<file path="src/rtl/pcm_pkg.sv">
package pcm_pkg;
  // Default pin count and synchronizer depth used by the monitor.
  parameter int unsigned PCM_PINS_DEF   = 4;
  parameter int unsigned PCM_STAGES_DEF = 2;
endpackage

</file>
<file path="src/rtl/pcm_sync.sv">
module pcm_sync #(
  parameter int unsigned WIDTH  = pcm_pkg::PCM_PINS_DEF,
  parameter int unsigned STAGES = pcm_pkg::PCM_STAGES_DEF
) (
  input  logic             clk,
  input  logic             rst_n,
  input  logic [WIDTH-1:0] d_i,
  output logic [WIDTH-1:0] q_o
);
  logic [WIDTH-1:0] chain [STAGES];

  genvar s;
  generate
    for (s = 0; s < STAGES; s++) begin : g_stage
      if (s == 0) begin : g_first
        always_ff @(posedge clk or negedge rst_n) begin
          if (!rst_n) chain[0] <= '0;
          else        chain[0] <= d_i;
        end
      end else begin : g_next
        always_ff @(posedge clk or negedge rst_n) begin
          if (!rst_n) chain[s] <= '0;
          else        chain[s] <= chain[s-1];
        end
      end
    end
  endgenerate

  assign q_o = chain[STAGES-1];
endmodule

</file>
<file path="src/rtl/pcm_edge_latch.sv">
module pcm_edge_latch #(
  parameter int unsigned WIDTH = pcm_pkg::PCM_PINS_DEF
) (
  input  logic             clk,
  input  logic             rst_n,
  input  logic [WIDTH-1:0] level_i,
  input  logic             rd_i,
  output logic [WIDTH-1:0] edge_o,
  output logic [WIDTH-1:0] flags_o
);
  logic [WIDTH-1:0] level_q;
  logic [WIDTH-1:0] flags_q;
  logic [WIDTH-1:0] keep;

  always_ff @(posedge clk or negedge rst_n) begin
    if (!rst_n) level_q <= '0;
    else        level_q <= level_i;
  end

  assign edge_o = level_i ^ level_q;
  assign keep   = rd_i ? '0 : flags_q;

  // A new change is OR-ed in after the clear, so it survives a read.
  always_ff @(posedge clk or negedge rst_n) begin
    if (!rst_n) flags_q <= '0;
    else        flags_q <= keep | edge_o;
  end

  assign flags_o = flags_q;

  assert_flag_hold_R4: assert property (@(posedge clk) disable iff (!rst_n)
    !rd_i |=> ((flags_q & $past(flags_q)) == $past(flags_q)));

  assert_read_clear_R5: assert property (@(posedge clk) disable iff (!rst_n)
    (rd_i && edge_o == '0) |=> (flags_q == '0));

  assert_edge_kept_R8: assert property (@(posedge clk) disable iff (!rst_n)
    (edge_o != '0) |=> ((flags_q & $past(edge_o)) == $past(edge_o)));
endmodule

</file>
<file path="src/rtl/pcm_summary.sv">
module pcm_summary #(
  parameter int unsigned WIDTH = pcm_pkg::PCM_PINS_DEF
) (
  input  logic             clk,
  input  logic             rst_n,
  input  logic [WIDTH-1:0] edge_i,
  input  logic [WIDTH-1:0] en_i,
  input  logic             rd_i,
  output logic             sum_o
);
  logic sum_q;
  logic hit;

  assign hit = |(edge_i & en_i);

  always_ff @(posedge clk or negedge rst_n) begin
    if (!rst_n) sum_q <= 1'b0;
    else        sum_q <= (sum_q & ~rd_i) | hit;
  end

  assign sum_o = sum_q;

  assert_enabled_sets_R6: assert property (@(posedge clk) disable iff (!rst_n)
    ((edge_i & en_i) != '0) |=> sum_q);

  assert_masked_quiet_R7: assert property (@(posedge clk) disable iff (!rst_n)
    (((edge_i & en_i) == '0) && (!sum_q || rd_i)) |=> !sum_q);
endmodule

</file>
<file path="src/rtl/pin_change_monitor.sv">
module pin_change_monitor #(
  parameter int unsigned NUM_PINS    = pcm_pkg::PCM_PINS_DEF,
  parameter int unsigned SYNC_STAGES = pcm_pkg::PCM_STAGES_DEF,
  localparam int unsigned STAT_W     = 2 * NUM_PINS
) (
  input  logic                clk,
  input  logic                rst_n,
  input  logic [NUM_PINS-1:0] pins_i,
  input  logic                rd_strobe_i,
  input  logic [NUM_PINS-1:0] chg_en_i,
  output logic [STAT_W-1:0]   status_o,
  output logic                summary_o
);
  logic [NUM_PINS-1:0] live;
  logic [NUM_PINS-1:0] edges;
  logic [NUM_PINS-1:0] flags;

  pcm_sync #(.WIDTH(NUM_PINS), .STAGES(SYNC_STAGES)) u_sync (
    .clk(clk), .rst_n(rst_n), .d_i(pins_i), .q_o(live)
  );

  pcm_edge_latch #(.WIDTH(NUM_PINS)) u_latch (
    .clk(clk), .rst_n(rst_n), .level_i(live), .rd_i(rd_strobe_i),
    .edge_o(edges), .flags_o(flags)
  );

  pcm_summary #(.WIDTH(NUM_PINS)) u_sum (
    .clk(clk), .rst_n(rst_n), .edge_i(edges), .en_i(chg_en_i),
    .rd_i(rd_strobe_i), .sum_o(summary_o)
  );

  assign status_o = {flags, live};

  // Cycles since reset, saturating, so the live-level check never reaches before reset.
  logic [1:0] since_rst;
  always_ff @(posedge clk or negedge rst_n) begin
    if (!rst_n)              since_rst <= 2'd0;
    else if (since_rst != 2'd3) since_rst <= since_rst + 2'd1;
  end

  assert_reset_clear_R1: assert property (@(posedge clk)
    !rst_n |-> (status_o[STAT_W-1:NUM_PINS] == '0 && !summary_o));

  generate
    if (SYNC_STAGES == 2) begin : g_live_chk
      assert_live_level_R3: assert property (@(posedge clk) disable iff (!rst_n)
        (since_rst >= 2'd2) |-> (status_o[NUM_PINS-1:0] == $past(pins_i, 2)));
    end
  endgenerate
endmodule

</file>
<file path="config.mk">
export PLATFORM = sky130hd
export DESIGN_NAME = pin_change_monitor
export DESIGN_NICKNAME = d
export VERILOG_FILES = /design/src/rtl/pcm_pkg.sv /design/src/rtl/pcm_sync.sv /design/src/rtl/pcm_edge_latch.sv /design/src/rtl/pcm_summary.sv /design/src/rtl/pin_change_monitor.sv
export SDC_FILE = /design/constraint.sdc
export NUM_CORES = 1
export LEC_CHECK = 0
export ABC_CLOCK_PERIOD_IN_PS = 1800
export BUFFER_PORTS_ARGS = -buffer_cell sky130_fd_sc_hd__buf_2
export CAP_MARGIN = 25
export CELL_PAD_IN_SITES_DETAIL_PLACEMENT = 2
export CELL_PAD_IN_SITES_GLOBAL_PLACEMENT = 2
export CORE_MARGIN = 2
export CORE_UTILIZATION = 31
export CTS_CLUSTER_SIZE = 20
export DETAILED_ROUTE_END_ITERATION = 7
export PLACE_DENSITY_LB_ADDON = 0.1
export SYNTH_ARGS = -nofsm -noshare
export SYNTH_HDL_FRONTEND = slang
export SYNTH_SLANG_ARGS = --single-unit
</file>
<file path="constraint.sdc">
create_clock -name clk -period 1.8 [get_ports clk]
set_input_delay 0.09 -clock clk [delete_from_list [all_inputs] [get_ports clk]]
set_output_delay 0.09 -clock clk [all_outputs]
set_load 0.005 [all_outputs]
</file>
After elaboration in Yosys (flattened, before gate mapping)
Cells that the tools add are included.
{"block": "totals", "ff_bits": 17, "input_bits": 11, "output_inout_bits": 9, "word_cells": 13}
{"block": "op_classes", "mux": 1, "bitwise_logic": 6, "reduce_logical": 1}
{"op": "bitwise AND 4 bit", "count": 1}
{"op": "two-way mux 4 bit", "count": 1}
{"op": "OR 4 bit", "count": 1}
{"op": "OR reduction 4 bit", "count": 1}
{"op": "XOR 4 bit", "count": 1}
{"op": "bitwise AND 1 bit", "count": 1}
{"op": "NOT 1 bit", "count": 1}
{"op": "OR 1 bit", "count": 1}

Depth between registers and ports, before layout
{"block": "logic_depth", "word_depth": 4, "mapped_depth": 3, "mapped_depth_nobuf": 3}

Modules after synthesis
A second synthesis with hierarchy kept.
{"block": "unflattened", "cells_unflattened": 34, "hier_area_um2": 560.5}
{"module": "pcm_edge_latch", "instances": 1, "cells_per_inst": 17, "area_per_inst_um2": 269.0, "seq_area_each_um2": 200.2}
{"module": "pcm_sync", "instances": 1, "cells_per_inst": 12, "area_per_inst_um2": 230.2, "seq_area_each_um2": 200.2}
{"module": "pcm_summary", "instances": 1, "cells_per_inst": 5, "area_per_inst_um2": 61.3, "seq_area_each_um2": 25.0}

Worst setup path before layout
No wires, ideal clock.
{"block": "synth_timing", "path_kind": "register -> register", "from": "register u_sync.chain (netlist bit u_sync.q_o[2])", "to": "register u_sum.sum_q, in the netlist u_sum.sum_o", "setup_ns": 0.131, "arrival_time_ns": 0.995, "slack_ns": 0.674, "path_stages_with_launch": 4, "n_path_buf": 0, "cell_sequence": "dfrtp_1 -> xor2_1 -> a22oi_1 -> or3b_1"}
{"block": "synth_via", "elab_chain_cells": 4}
{"element": "from (decl)", "line_no": "pcm_sync.sv:10", "source": "logic [WIDTH-1:0] chain [STAGES];"}
{"element": "from (signal, indexed assignment)", "line_no": "pcm_sync.sv:23", "source": "else chain[s] <= chain[s-1];"}
{"element": "XOR 4 bit", "line_no": "pcm_edge_latch.sv:20", "source": "assign edge_o = level_i ^ level_q;"}
{"element": "bitwise AND 4 bit", "line_no": "pcm_summary.sv:14", "source": "assign hit = |(edge_i & en_i);"}
{"element": "OR reduction 4 bit", "line_no": "pcm_summary.sv:14"}
{"element": "OR 1 bit", "line_no": "pcm_summary.sv:18", "source": "else sum_q <= (sum_q & ~rd_i) | hit;"}
{"element": "to (signal assigned)", "line_no": "pcm_summary.sv:18"}
{"element": "to (decl)", "line_no": "pcm_summary.sv:11", "source": "logic sum_q;"}
Every way passes these cells.

Final worst setup path
Same ends and word-level chain as after synthesis.

==> metrics.csv <==
metric,value,unit
status,"complete, no violations",
firstDrtPassIters,2,
post-route-period-util,66.9,%
wl_per_cell,12.5,um
grt_max_degree,18,
synth.cell_area,566,sq um
port_buffers,19,
period_minus_slack,1.20,ns
dp_hpwl,831,um
grt_usage,12.2,%
cts_tree,yes,
synth_seq_cells,17,
rsz0062_at_grt,false,
synth.area.top_cells,"dfrtp_1 75%, buf_4 5.3%, xnor2_1 4.6%",
drc_errors,0,
gp_congestion,0.746,
cp_top_family,flip-flops,
synthDistinctLibCells,11,
synth_top_area_cell,dfrtp_1,
crit_type,reg -> reg,
syn_inst,39,
worst_clock_skew,0.00176,ns
critical_path_buf_inv_count,0,
die_w,46.7,um
die_area,2180,sq um
first_global_vias,398,
num-fill-cells,195,
setup_viol,0,
routed_via_density,4.19,
worst_setup_path_end_kind,register,
syn_avg_cell_area,14.5,sq um
cap_violations,0,
hp-class,in -> reg,
fin_setup_tns,0,ns
htree_levels,1,
syn_nets,50,
io_pins,20,
area_growth,30.5,%
crit_slowest_cell,dfrtp_1,
cts_sinks,17,
cp_data_required_time,1.97,ns
antenna_found_initial,0,
crit_path_start_kind,register,
ir_drop,0.441,mV
p_leak,0.000365,uW
drv_slew,0,
die_h,46.7,um
maxSlewHeadroom,74.3,%
cts-root-buf,clkbuf_4,
start_util,32.8,%
cts_made_buffers,3,
fin_nets,75,
insertion_delay,0.28,ns
ant_nets,0,
synth_top_area_share,75.2,%
grt-ovfl-total,0,
ys_warn_count,0,
cts_buffer_depth,2,
worstPathMaxFanout,3,
critical_path.cell_chain,"xor2_1, a22oi_1, or3b_1",
grt_pass1_wl,1790,um
arrival,1.37,ns
core_area,1730,sq um
final_cells,88,
worst-slew-pin-transition,0.386,ns
drive_gt1_share,36.5,%
vias,369,
row_count,15,
drt_iter0_drc,1,
critPathMaxStageDelay,0.41,ns
ys_seq_area_share,75.2,%
power-per-cell-area,944,nW/um^2
clk_pin_slew,0.09,ns
routed_wl,1100,um
placed_cells,79,
num_antenna_cells,0,
reg2reg_slack,0.60,ns
hold_viol,0,
max_freq,831,MHz
timing repair:
action	CTS	global route
endpoints found under the setup margin	0	0
setup buffers	0	0
gates resized for setup	0	0
hold buffers	5	0
endpoints found under the hold margin	21	0
through the flow:
stage	util, %	power [uW]	area (sq um)	worst slack [ns]	hold slack [ns]
floorplan	-	459	566	0.674	-0.206
global placement	38.3	490	662	0.656	0.00857
detailed placement	38.3	499	662	0.587	0.0330
CTS	42.8	713	738	0.585	0.0394
global route	42.8	738	738	0.521	0.0681
finish	42.8	697	738	0.596	0.0498
report_power, final:
part	switching, uW	internal (uW)
logic	34.0	40.4
clock network	115	86.1
registers	13.7	408
total	162	534
synth_stat cells:
master    n
o21ai_0   3
dfrtp_1  17
o22ai_1   1
xnor2_1   3
xor2_1    1
inv_1     6
a22oi_1   1
or3b_1    1
nor2b_1   1
a21o_2    1
buf_4     4
cell type report:
| cell class | count | area [sq um] | share of cell area (%) |
|---|---|---|---|
| Sequential cell | 17 | 425 | 57.6 |
| Clock buffer | 4 | 26.3 | 3.56 |
| Tap cell | 25 | 31.3 | 4.24 |
| Inverter | 6 | 22.5 | 3.05 |
| Multi-Input combinational cell | 12 | 87.6 | 11.9 |
| Timing Repair Buffer | 24 | 145 | 19.7 |
per-layer routing:
layer	wire (um)	up-vias	GRT usage [%]	part of all wire, %
met1	444	186	15.0	40
met3	69	2	2.35	6.3
met4	4	0	8.33	0.36
li1	-	166	-	-
met2	583	15	19.4	53
met5	0	-	0	0
kinds of logic (layout without fill, tap and decap cells):
| kind of cell | count (synthesis) | after routing | synth area share (%) |
|---|---|---|---|
| flip-flops | 17 | 17 | 75.2 |
| buffers and inverters | 10 | 34 | 9.29 |
| AO/OA/AOI/OAI | 6 | 6 | 6.64 |
| XOR/XNOR | 4 | 4 | 6.20 |
| AND/OR/NAND/NOR | 2 | 2 | 2.66 |
flip-flops by register name (all words and copies together), names as in the netlist:
signal / count
u_latch.flags_o: 4
u_latch.level_q: 4
u_sync.chain: 4
u_sync.q_o: 4
u_sum.sum_o: 1
worst paths after layout:
kind                                            from                           end  cells past startpoint
max                          u_sync.q_o[2]$_DFF_PN0_         u_sum.sum_o$_DFF_PN0_                      3
min                                      rd_strobe_i  u_latch.flags_o[3]$_DFF_PN0_                      2
max reg2reg                  u_sync.q_o[2]$_DFF_PN0_         u_sum.sum_o$_DFF_PN0_                      3
min reg2reg                u_sync.chain[5]$_DFF_PN0_       u_sync.q_o[1]$_DFF_PN0_                      0
max in group asynchronous                      rst_n  u_latch.level_q[2]$_DFF_PN0_                      2
min in group asynchronous                      rst_n  u_latch.flags_o[0]$_DFF_PN0_                      2
worst reg2reg max path, delay by kind of cell, from the launching register on:
family                    cells  cell delay, ns
DFF                           1            0.41
AOI/OAI and AO/OA             1            0.16
and+or+nand+nor               1            0.36
xor gates and xnor gates      1            0.16
layout by cell type (no fill, tap or decap):
cell type and instances:
dfrtp_1 17, dlygate4sd3_1 5, a22oi_1 1, or3b_1 1, inv_1 6, clkbuf_1 1
a21o_2 1, o22ai_1 1, xnor2_1 3, nor2b_1 1, o21ai_0 3, buf_2 19
xor2_1 1, clkbuf_4 3
Note: power is estimated with default switching activity, not from simulation.
